### src/rtl/fcs_pkg.sv
`timescale 1ns/1ps
package fcs_pkg;
    localparam int ADDR_W = 16;
    localparam int DATA_W = 8;

    localparam logic [ADDR_W-1:0] UNL_ADDR_A = 16'h0555;
    localparam logic [ADDR_W-1:0] UNL_ADDR_B = 16'h0AAA;
    localparam logic [DATA_W-1:0] UNL_BYTE_A = 8'hAA;
    localparam logic [DATA_W-1:0] UNL_BYTE_B = 8'h55;
    localparam logic [DATA_W-1:0] CMD_IDENT  = 8'h90;
    localparam logic [DATA_W-1:0] CMD_RESET  = 8'hF0;
    localparam logic [DATA_W-1:0] CMD_PSET   = 8'h9A;
    localparam logic [DATA_W-1:0] CMD_PCLR   = 8'h60;
    localparam logic [DATA_W-1:0] CMD_PCONF  = 8'h40;
    localparam logic [DATA_W-1:0] ARRAY_SALT = 8'h3C;

    typedef enum logic [3:0] {
        ST_READ, ST_UNL1, ST_UNL2, ST_ID_ARM, ST_ID,
        ST_PSET_BLK, ST_PCLR_A, ST_PCLR_B, ST_PCLR_C, ST_PCLR_GRP
    } seq_st_t;

    typedef enum logic {
        OP_PSET = 1'b0,
        OP_PCLR = 1'b1
    } auto_op_t;

    typedef struct packed {
        logic              vld;
        logic [ADDR_W-1:0] addr;
        logic [DATA_W-1:0] data;
    } bus_wr_t;

    function automatic logic wr_hit(input bus_wr_t w, input logic [ADDR_W-1:0] a,
                                    input logic [DATA_W-1:0] d);
        return (w.addr == a) && (w.data == d);
    endfunction

    function automatic logic [DATA_W-1:0] array_byte(input logic [ADDR_W-1:0] a);
        return a[7:0] ^ a[15:8] ^ ARRAY_SALT;
    endfunction

    function automatic logic [DATA_W-1:0] id_field(input logic [1:0] sel,
                                                   input logic [DATA_W-1:0] maker,
                                                   input logic [DATA_W-1:0] dev,
                                                   input logic [15:0] prot16);
        logic [DATA_W-1:0] r;
        unique case (sel)
            2'd0:    r = maker;
            2'd1:    r = dev;
            2'd2:    r = prot16[7:0];
            default: r = prot16[15:8];
        endcase
        return r;
    endfunction
endpackage

### src/rtl/fcs_cmd_decoder.sv
`timescale 1ns/1ps
module fcs_cmd_decoder import fcs_pkg::*; #(
    parameter int BLK_W = 4
) (
    input  logic             clk,
    input  logic             rst,
    input  logic             busy_i,
    input  bus_wr_t          wr_i,
    output logic             id_mode_o,
    output logic [1:0]       id_sel_o,
    output logic             start_o,
    output auto_op_t         op_o,
    output logic [BLK_W-1:0] arg_o
);
    seq_st_t    st_q, st_d;
    logic [1:0] sel_q, sel_d;

    always_comb begin
        st_d    = st_q;
        sel_d   = sel_q;
        start_o = 1'b0;
        op_o    = OP_PSET;
        arg_o   = wr_i.data[BLK_W-1:0];
        if (wr_i.vld && !busy_i) begin
            unique case (st_q)
                ST_READ: begin
                    if (wr_hit(wr_i, UNL_ADDR_A, UNL_BYTE_A)) st_d = ST_UNL1;
                end
                ST_UNL1: st_d = wr_hit(wr_i, UNL_ADDR_B, UNL_BYTE_B) ? ST_UNL2 : ST_READ;
                ST_UNL2: begin
                    st_d = ST_READ;
                    if (wr_i.addr == UNL_ADDR_A) begin
                        if (wr_i.data == CMD_IDENT)      st_d = ST_ID_ARM;
                        else if (wr_i.data == CMD_PSET)  st_d = ST_PSET_BLK;
                        else if (wr_i.data == CMD_PCLR)  st_d = ST_PCLR_A;
                    end
                end
                ST_ID_ARM, ST_ID: begin
                    if (wr_i.data == CMD_RESET) begin
                        st_d = ST_READ;
                    end else begin
                        sel_d = wr_i.addr[15:14];
                        st_d  = ST_ID;
                    end
                end
                ST_PSET_BLK: begin
                    start_o = 1'b1;
                    op_o    = OP_PSET;
                    st_d    = ST_READ;
                end
                ST_PCLR_A: st_d = wr_hit(wr_i, UNL_ADDR_A, UNL_BYTE_A) ? ST_PCLR_B : ST_READ;
                ST_PCLR_B: st_d = wr_hit(wr_i, UNL_ADDR_B, UNL_BYTE_B) ? ST_PCLR_C : ST_READ;
                ST_PCLR_C: st_d = wr_hit(wr_i, UNL_ADDR_A, CMD_PCONF) ? ST_PCLR_GRP : ST_READ;
                ST_PCLR_GRP: begin
                    start_o = 1'b1;
                    op_o    = OP_PCLR;
                    st_d    = ST_READ;
                end
                default: st_d = ST_READ;
            endcase
        end
    end

    always_ff @(posedge clk) begin
        if (rst) begin
            st_q  <= ST_READ;
            sel_q <= 2'd0;
        end else begin
            st_q  <= st_d;
            sel_q <= sel_d;
        end
    end

    assign id_mode_o = (st_q == ST_ID);
    assign id_sel_o  = sel_q;


    busy_wr_ignored_chk: assert property (@(posedge clk) disable iff (rst)
        (busy_i && wr_i.vld) |=> ($stable(st_q) && $stable(sel_q)));


    id_exit_chk: assert property (@(posedge clk) disable iff (rst)
        (id_mode_o && !busy_i && wr_i.vld && wr_i.data == CMD_RESET) |=> !id_mode_o);


    unl_break_chk: assert property (@(posedge clk) disable iff (rst)
        (st_q == ST_UNL1 && !busy_i && wr_i.vld && wr_i.addr != UNL_ADDR_B) |=> (st_q == ST_READ));
endmodule

### src/rtl/fcs_auto_timer.sv
`timescale 1ns/1ps
module fcs_auto_timer import fcs_pkg::*; #(
    parameter int CYCLES = 64,
    parameter int ARG_W  = 4
) (
    input  logic             clk,
    input  logic             rst,
    input  logic             start_i,
    input  auto_op_t         op_i,
    input  logic [ARG_W-1:0] arg_i,
    output logic             busy_o,
    output logic             done_o,
    output auto_op_t         op_o,
    output logic [ARG_W-1:0] arg_o
);
    localparam int CNT_W = (CYCLES > 1) ? $clog2(CYCLES) : 1;
    localparam logic [CNT_W-1:0] LAST = CNT_W'(CYCLES - 1);

    logic             busy_q;
    logic [CNT_W-1:0] cnt_q;
    auto_op_t         op_q;
    logic [ARG_W-1:0] arg_q;

    always_ff @(posedge clk) begin
        if (rst) begin
            busy_q <= 1'b0;
            cnt_q  <= '0;
            op_q   <= OP_PSET;
            arg_q  <= '0;
        end else if (busy_q) begin
            if (cnt_q == LAST) begin
                busy_q <= 1'b0;
                cnt_q  <= '0;
            end else begin
                cnt_q <= cnt_q + 1'b1;
            end
        end else if (start_i) begin
            busy_q <= 1'b1;
            cnt_q  <= '0;
            op_q   <= op_i;
            arg_q  <= arg_i;
        end
    end

    assign busy_o = busy_q;
    assign done_o = busy_q && (cnt_q == LAST);
    assign op_o   = op_q;
    assign arg_o  = arg_q;


    start_busy_chk: assert property (@(posedge clk) disable iff (rst)
        start_i |=> busy_o);


    done_idle_chk: assert property (@(posedge clk) disable iff (rst)
        done_o |=> !busy_o);


    no_start_when_busy_chk: assert property (@(posedge clk) disable iff (rst)
        busy_o |-> !start_i);
endmodule

### src/rtl/fcs_prot_bank.sv
`timescale 1ns/1ps
module fcs_prot_bank import fcs_pkg::*; #(
    parameter int NUM_BLK  = 16,
    parameter int GRP_SIZE = 4,
    parameter int ARG_W    = 4,
    parameter logic [NUM_BLK-1:0] INIT = '1
) (
    input  logic               clk,
    input  logic               rst,
    input  logic               done_i,
    input  auto_op_t           op_i,
    input  logic [ARG_W-1:0]   arg_i,
    output logic [NUM_BLK-1:0] prot_o
);
    localparam int NUM_GRP = NUM_BLK / GRP_SIZE;
    localparam int GRP_W   = (NUM_GRP > 1) ? $clog2(NUM_GRP) : 1;

    logic [NUM_BLK-1:0] prot_q;
    logic [NUM_BLK-1:0] set_v;
    logic [NUM_BLK-1:0] clr_v;

    for (genvar b = 0; b < NUM_BLK; b++) begin : g_blk
        localparam int GRP = b / GRP_SIZE;
        assign set_v[b] = (op_i == OP_PSET) && (arg_i == ARG_W'(b));
        assign clr_v[b] = (op_i == OP_PCLR) && (arg_i[GRP_W-1:0] == GRP_W'(GRP));
    end

    always_ff @(posedge clk) begin
        if (rst)         prot_q <= INIT;
        else if (done_i) prot_q <= (prot_q | set_v) & ~clr_v;
    end

    assign prot_o = prot_q;


    pset_applied_chk: assert property (@(posedge clk) disable iff (rst)
        (done_i && op_i == OP_PSET) |=> ((prot_o & $past(set_v)) == $past(set_v)));


    pclr_applied_chk: assert property (@(posedge clk) disable iff (rst)
        (done_i && op_i == OP_PCLR) |=> ((prot_o & $past(clr_v)) == '0));


    prot_hold_chk: assert property (@(posedge clk) disable iff (rst)
        !done_i |=> $stable(prot_o));
endmodule

### src/rtl/fcs_sequencer.sv
`timescale 1ns/1ps
module fcs_sequencer import fcs_pkg::*; #(
    parameter int NUM_BLK     = 16,
    parameter int GRP_SIZE    = 4,
    parameter int AUTO_CYCLES = 64,
    parameter logic [7:0] MAKER_CODE  = 8'h5A,
    parameter logic [7:0] DEVICE_CODE = 8'hC3,
    parameter logic [NUM_BLK-1:0] PROT_INIT = '1
) (
    input  logic               clk,
    input  logic               rst,
    input  logic               bus_wr_i,
    input  logic               bus_rd_i,
    input  logic [15:0]        bus_addr_i,
    input  logic [7:0]         bus_wdata_i,
    output logic [7:0]         bus_rdata_o,
    output logic               ready_o,
    output logic [NUM_BLK-1:0] prot_o
);
    localparam int BLK_W = (NUM_BLK > 1) ? $clog2(NUM_BLK) : 1;

    bus_wr_t    wr_s;
    logic       id_mode;
    logic [1:0] id_sel;
    logic       start;
    auto_op_t   dec_op, run_op;
    logic [BLK_W-1:0] dec_arg, run_arg;
    logic       busy, done;
    logic [15:0] prot16;

    assign wr_s.vld  = bus_wr_i;
    assign wr_s.addr = bus_addr_i;
    assign wr_s.data = bus_wdata_i;

    fcs_cmd_decoder #(.BLK_W(BLK_W)) u_dec (
        .clk(clk), .rst(rst), .busy_i(busy), .wr_i(wr_s),
        .id_mode_o(id_mode), .id_sel_o(id_sel),
        .start_o(start), .op_o(dec_op), .arg_o(dec_arg)
    );

    fcs_auto_timer #(.CYCLES(AUTO_CYCLES), .ARG_W(BLK_W)) u_tmr (
        .clk(clk), .rst(rst), .start_i(start), .op_i(dec_op), .arg_i(dec_arg),
        .busy_o(busy), .done_o(done), .op_o(run_op), .arg_o(run_arg)
    );

    fcs_prot_bank #(.NUM_BLK(NUM_BLK), .GRP_SIZE(GRP_SIZE), .ARG_W(BLK_W),
                    .INIT(PROT_INIT)) u_prot (
        .clk(clk), .rst(rst), .done_i(done), .op_i(run_op), .arg_i(run_arg),
        .prot_o(prot_o)
    );

    if (NUM_BLK >= 16) begin : g_p16_trunc
        assign prot16 = prot_o[15:0];
    end else begin : g_p16_pad
        assign prot16 = {{(16-NUM_BLK){1'b0}}, prot_o};
    end

    always_comb begin
        bus_rdata_o = '0;
        if (bus_rd_i) begin
            if (id_mode) bus_rdata_o = id_field(id_sel, MAKER_CODE, DEVICE_CODE, prot16);
            else         bus_rdata_o = array_byte(bus_addr_i);
        end
    end

    assign ready_o = !busy;


    rst_ready_chk: assert property (@(posedge clk) rst |=> (ready_o && !id_mode));


    ready_fall_chk: assert property (@(posedge clk) disable iff (rst)
        start |=> !ready_o);
endmodule

### config.mk
export PLATFORM = sky130hd
export DESIGN_NAME = fcs_sequencer
export DESIGN_NICKNAME = d
export VERILOG_FILES = /design/src/rtl/fcs_pkg.sv /design/src/rtl/fcs_cmd_decoder.sv /design/src/rtl/fcs_auto_timer.sv /design/src/rtl/fcs_prot_bank.sv /design/src/rtl/fcs_sequencer.sv
export SDC_FILE = /design/constraint.sdc
export NUM_CORES = 1
export LEC_CHECK = 0
export ABC_AREA = 1
export BUFFER_PORTS_ARGS = -buffer_cell sky130_fd_sc_hd__buf_4
export CAP_MARGIN = 20
export CELL_PAD_IN_SITES_DETAIL_PLACEMENT = 0
export CELL_PAD_IN_SITES_GLOBAL_PLACEMENT = 1
export CORE_ASPECT_RATIO = 0.6
export CORE_UTILIZATION = 35
export CTS_CLUSTER_DIAMETER = 30
export CTS_CLUSTER_SIZE = 12
export DETAILED_ROUTE_END_ITERATION = 10
export PLACE_DENSITY = 0.78
export SLEW_MARGIN = 0
export SYNTH_ARGS = -nofsm -noshare
export SYNTH_HDL_FRONTEND = slang
export SYNTH_HIERARCHICAL = 1
export SYNTH_SLANG_ARGS = --single-unit
### constraint.sdc
create_clock -name clk -period 4.7 [get_ports clk]
set_input_delay 0.705 -clock clk [delete_from_list [all_inputs] [get_ports clk]]
set_output_delay 0.705 -clock clk [all_outputs]
set_load 0.02 [all_outputs]
Word-level counts from Yosys, hierarchy flattened. Cells that the tools add are included.

Flip-flop bits (word level): 34. Bits of input ports: 28. Output and inout port bits: 25. Word-level logic and storage cells: 116.

Add/subtract/negate cells: 1. Eq/ne operators: 40. Multiplexer cells: 24. Bitwise operators: 8. Reductions and logical operators: 36.

Operators by type and width (number): $eq 4x4->1 const B (10); $eq 4x3->1 const B (8); $eq 8x8->1 const B (4); $pmux 4 s7 (1); $logic_and 1x1->1 (25); $eq 8x7->1 const B (3); $mux 4 (6); $pmux 8 s3 (1); $mux 6 (3); $and 16x16->16 (1); $eq 16x11->1 const B (1); $eq 16x12->1 const B (1); $eq 4x2->1 const B (4); $mux 8 (2); $not 16->16 (1); $or 16x16->16 (1); $mux 3 (3); $eq 4x1->1 const B (2); $logic_not 4->1 (2); $xor 8x8->8 (1); $mux 1 (7); $add 6x1->6 const B (1); $eq 2x2->1 const B (3); $eq 6x6->1 const B (1); 11 further kinds (17).

Longest topological paths before layout.
Depth in word-level cells: 6. Mapped depth: 11. Depth with buffers taken out: 11.

Modules after synthesis. Netlist, hierarchy kept.

By module, submodules not included: fcs_cmd_decoder (instances 1, cells an instance 165, area an instance 830.8 um^2, seq. area each 120.1 um^2); fcs_prot_bank (instances 1, cells an instance 119, area an instance 790.8 um^2, seq. area each 320.3 um^2); fcs_auto_timer (instances 1, cells an instance 70, area an instance 511.7 um^2, seq. area each 240.2 um^2); fcs_sequencer (instances 1, cells an instance 95, area an instance 409.1 um^2, seq. area each 0.0 um^2).

Worst setup path after synthesis. OpenSTA, ideal clock, no wires.

Kind: register to output. From: reg u_dec.st_q[1]. To: out bus_rdata_o[0]. Arrival time: 1.288 ns. Required time: 3.995 ns. Slack: 2.707 ns. Stages on the path, launching flop included: 9. Buffers on the path: 1. Cell sequence: dfxtp_1 -> inv_2 -> nand2_4 -> nor2_1 -> inv_1 -> buf_6 -> nand3_1 -> nand2_1 -> nor2_1.

Longest elaborated chain between the ends: 3.

RTL lines: start: declaration (line fcs_cmd_decoder.sv:15) `seq_st_t st_q, st_d;`; start signal: assignment (line fcs_cmd_decoder.sv:69) `st_q <= st_d;`; $eq 4x3->1 (line fcs_cmd_decoder.sv:74) `assign id_mode_o = (st_q == ST_ID);`; named net id_mode (line fcs_sequencer.sv:23) `logic id_mode;`; $mux 8 (line fcs_sequencer.sv:61) `if (id_mode) bus_rdata_o = id_field(id_sel, MAKER_CODE, DEVICE_CODE, prot16);`; $mux 8 (line fcs_sequencer.sv:60) `if (bus_rd_i) begin`; end: declaration (line fcs_sequencer.sv:16) `output logic [7:0] bus_rdata_o,`.

The timed path passes the listed nets, and every way through them passes these cells.

Worst setup path after layout.
From: reg u_dec.st_q[1]. To: out bus_rdata_o[2].

Same word-level chain as after synthesis.

==> out/metrics.csv <==
metric,value,unit
grt_pass1_vias,2445,
arrival,1.78,ns
dp.cells,579,
ys_ff_latch,34,
start_kind,flip-flop,
synth_area_per_cell,5.662,um2
finalSetupTns,0,ns
ctsResizeCount,0,
routedWlPerCell,11.56,um
synth_area,2542,um2
seq_area_frac_synth,0.2677,
leakage,1.701,nW
clkLatencyLatePin,0.27,ns
htree_levels,2,
gp_congestion,0.8636,
synth.most_common_cell,nand2_1,
synth_area_leaders,"dfxtp_1, nand2_1, inv_1",
first_pass_iters,7,
ant_nets,0,
met2_usage,0.2849,
setup_ws,2.215,ns
coreArea,6849,um2
crit_required,3.99,ns
synth_ff_type,dfxtp_1,
synth_top_area_share,0.2677,
final_max_slew_viol_count,0,
routed_wirelength,6.761,mm
r2r_cells,8,
portBuffers,52,
fin_util,0.4523,
die_w,112.0,um
gr-usage-met1,0.2777,
ioPinCount,53,
path_common_cell,nor2_1,
cts_setup_buffers,0,
grt_setup_unrepaired,no,
gr-total-overflow,0,
setup.worst_path.class,flip-flop to output pin,
synthSimpleGateAreaFrac,0.4887,
power,0.6736,mW
cp-end-kind,output pin,
synthCells,449,
nNetsFinal,528,
syn-num-nets,478,
hold_violations,0,
reg2reg_from,u_tmr/busy_o,
root_buffer,clkbuf_16,
grt_max_degree,17,
viasPerCell,4.552,
hold_depth,2,
hold_path.class,flip-flop to flip-flop,
dp.final_hpwl,5.330,mm
cp_slowest_cell,dfxtp_1,
clkSlewWorstSetupHoldPaths,0.05,ns
drc,5,
synthAdderAreaFrac,0.004921,
synth_enable_flop_cells,0,
dp_slack,2.339,ns
start_util,0.3712,
yosys_warnings,6,
synthMuxAreaShare,0,
fin_crit_sh,0.5287,
fp-row-count,23,
power_density,217.4,nW/um2
numCtsBuffers,5,
synthTopCellsByCount,"nand2_1, inv_1, nor2_1",
fin_cells,585,
max-slew-margin-rel,0.6667,
crit_path_start,u_dec/st_q[1],
violations,DRC,
clock-sinks,34,
yosysTopAreaCell,dfxtp_1,
synthXorXnorAreaFrac,0.003445,
cts_buffer_depth,2,
synth_top_family_by_area,simple AND/OR/NAND/NOR gates,
cap_violations,0,
critical-path-max-stage-delay,0.40,ns
diodes,0,
status,"complete, but fails checks",
grt_usage,0.1892,
grt_pass1_wl,11.35,mm
fin_worst_skew,0.003678,ns
layout-drive-gt1-share,0.1727,
cp.depth,8,
vdd_ir_drop_max,0.1868,mV
cp_top_family,buffers and inverters,
drtIter0Drc,119,
syn2layout_area_growth,21.85,%
cts_hold_buffers,0,
synth_compound_area_frac,0.07726,
top_usage_layer,met2,
setup-violations-final,0,
vias,2663,
die_h,68.02,um
path_buf_inv,3,
ys_types,28,
cp_cell_sequence,inv_2 > nand2_4 > nor2_1 > inv_1 > nand2_1 > o21ai_0 > nor2_1 > buf_4,
tightest_slew,0.4992,ns
cts_tree,built,
max_freq,0.4025,GHz
use_met3,0.03012,
period_needed,2.485,ns
antenna_found_initial,0,
synthArstFlopShare,0,
dieArea,7620,um2
cp_max_fo,14,
min_from,u_tmr/cnt_q[1],
==> cell usage in the layout, fill, tap and decap left out, drive strengths merged <==
cell type  synthesis  final
and2               2      2
clkinv             1      1
buf                9     53
nand2            152    152
nor3               5      5
inv               81     81
nand3             50     50
nor2              72     72
ha                 1      1
a21oi             19     19
dfxtp             34     34
nand4              3      3
xnor2              1      1
clkbuf             1      6
nand3b             1      1
o21bai             1      1
a21boi             1      1
o21ai             15     15
==> path summary, 6_finish.rpt <==
path / to / slack, ns
max: bus_rdata_o[2] / 2.22
min reg2reg: u_tmr/cnt_q[1] / 0.49
min: u_tmr/cnt_q[1] / 0.49
max reg2reg: u_tmr/arg_o[2] / 2.71
==> through the flow <==
step           instance area [um2]  hold slack [ns]
2_1_floorplan                 2542           0.4459
3_3_place_gp                  2959           0.4843
3_5_place_dp                  2959           0.4885
4_1_cts                       3098           0.4967
5_1_grt                       3098           0.5262
6_report                      3098           0.4939
==> flip-flops by register name, indices dropped and copies added, names as in the netlist <==
signal,cells
u_dec/id_sel_o,2
u_tmr/op_o,1
u_tmr/busy_o,1
u_tmr/arg_o,4
u_prot/prot_o,16
u_tmr/cnt_q,6
u_dec/st_q,4
==> worst min-delay path, stage by stage, from the launching register on <==
cell and delay, ns:
dfxtp_1 0.33, nand2_1 0.07, a21oi_1 0.05
==> report_power, final <==
part / internal, mW / leakage (nW) / switching, mW
Clock: 0.204 / 0.0688 / 0.109
Combinational: 0.0308 / 1.36 / 0.0406
Sequential: 0.289 / 0.274 / 0.00000000191
Total: 0.524 / 1.70 / 0.150
==> routing by layer <==
metal	up-vias	wire, um
met2	47	2571
met4	0	54
li1	1462	-
met5	-	0
met1	1150	3836
met3	4	299
==> layout make-up <==
type,instances,area [um2]
fill,760,3751
inverter,82,311.5
multi-input combinational,323,1460
tap,87,108.9
clock buffer,6,138.9
timing repair buffer,53,397.9
sequential,34,680.7
==> cells by family after synthesis <==
kind of cell | count (synthesis)
compound gates | 36
xor+xnor | 1
buf+inv | 92
simple gates | 285
fa+ha+maj | 1
flops | 34
Power figures use the tool's default switching activity.
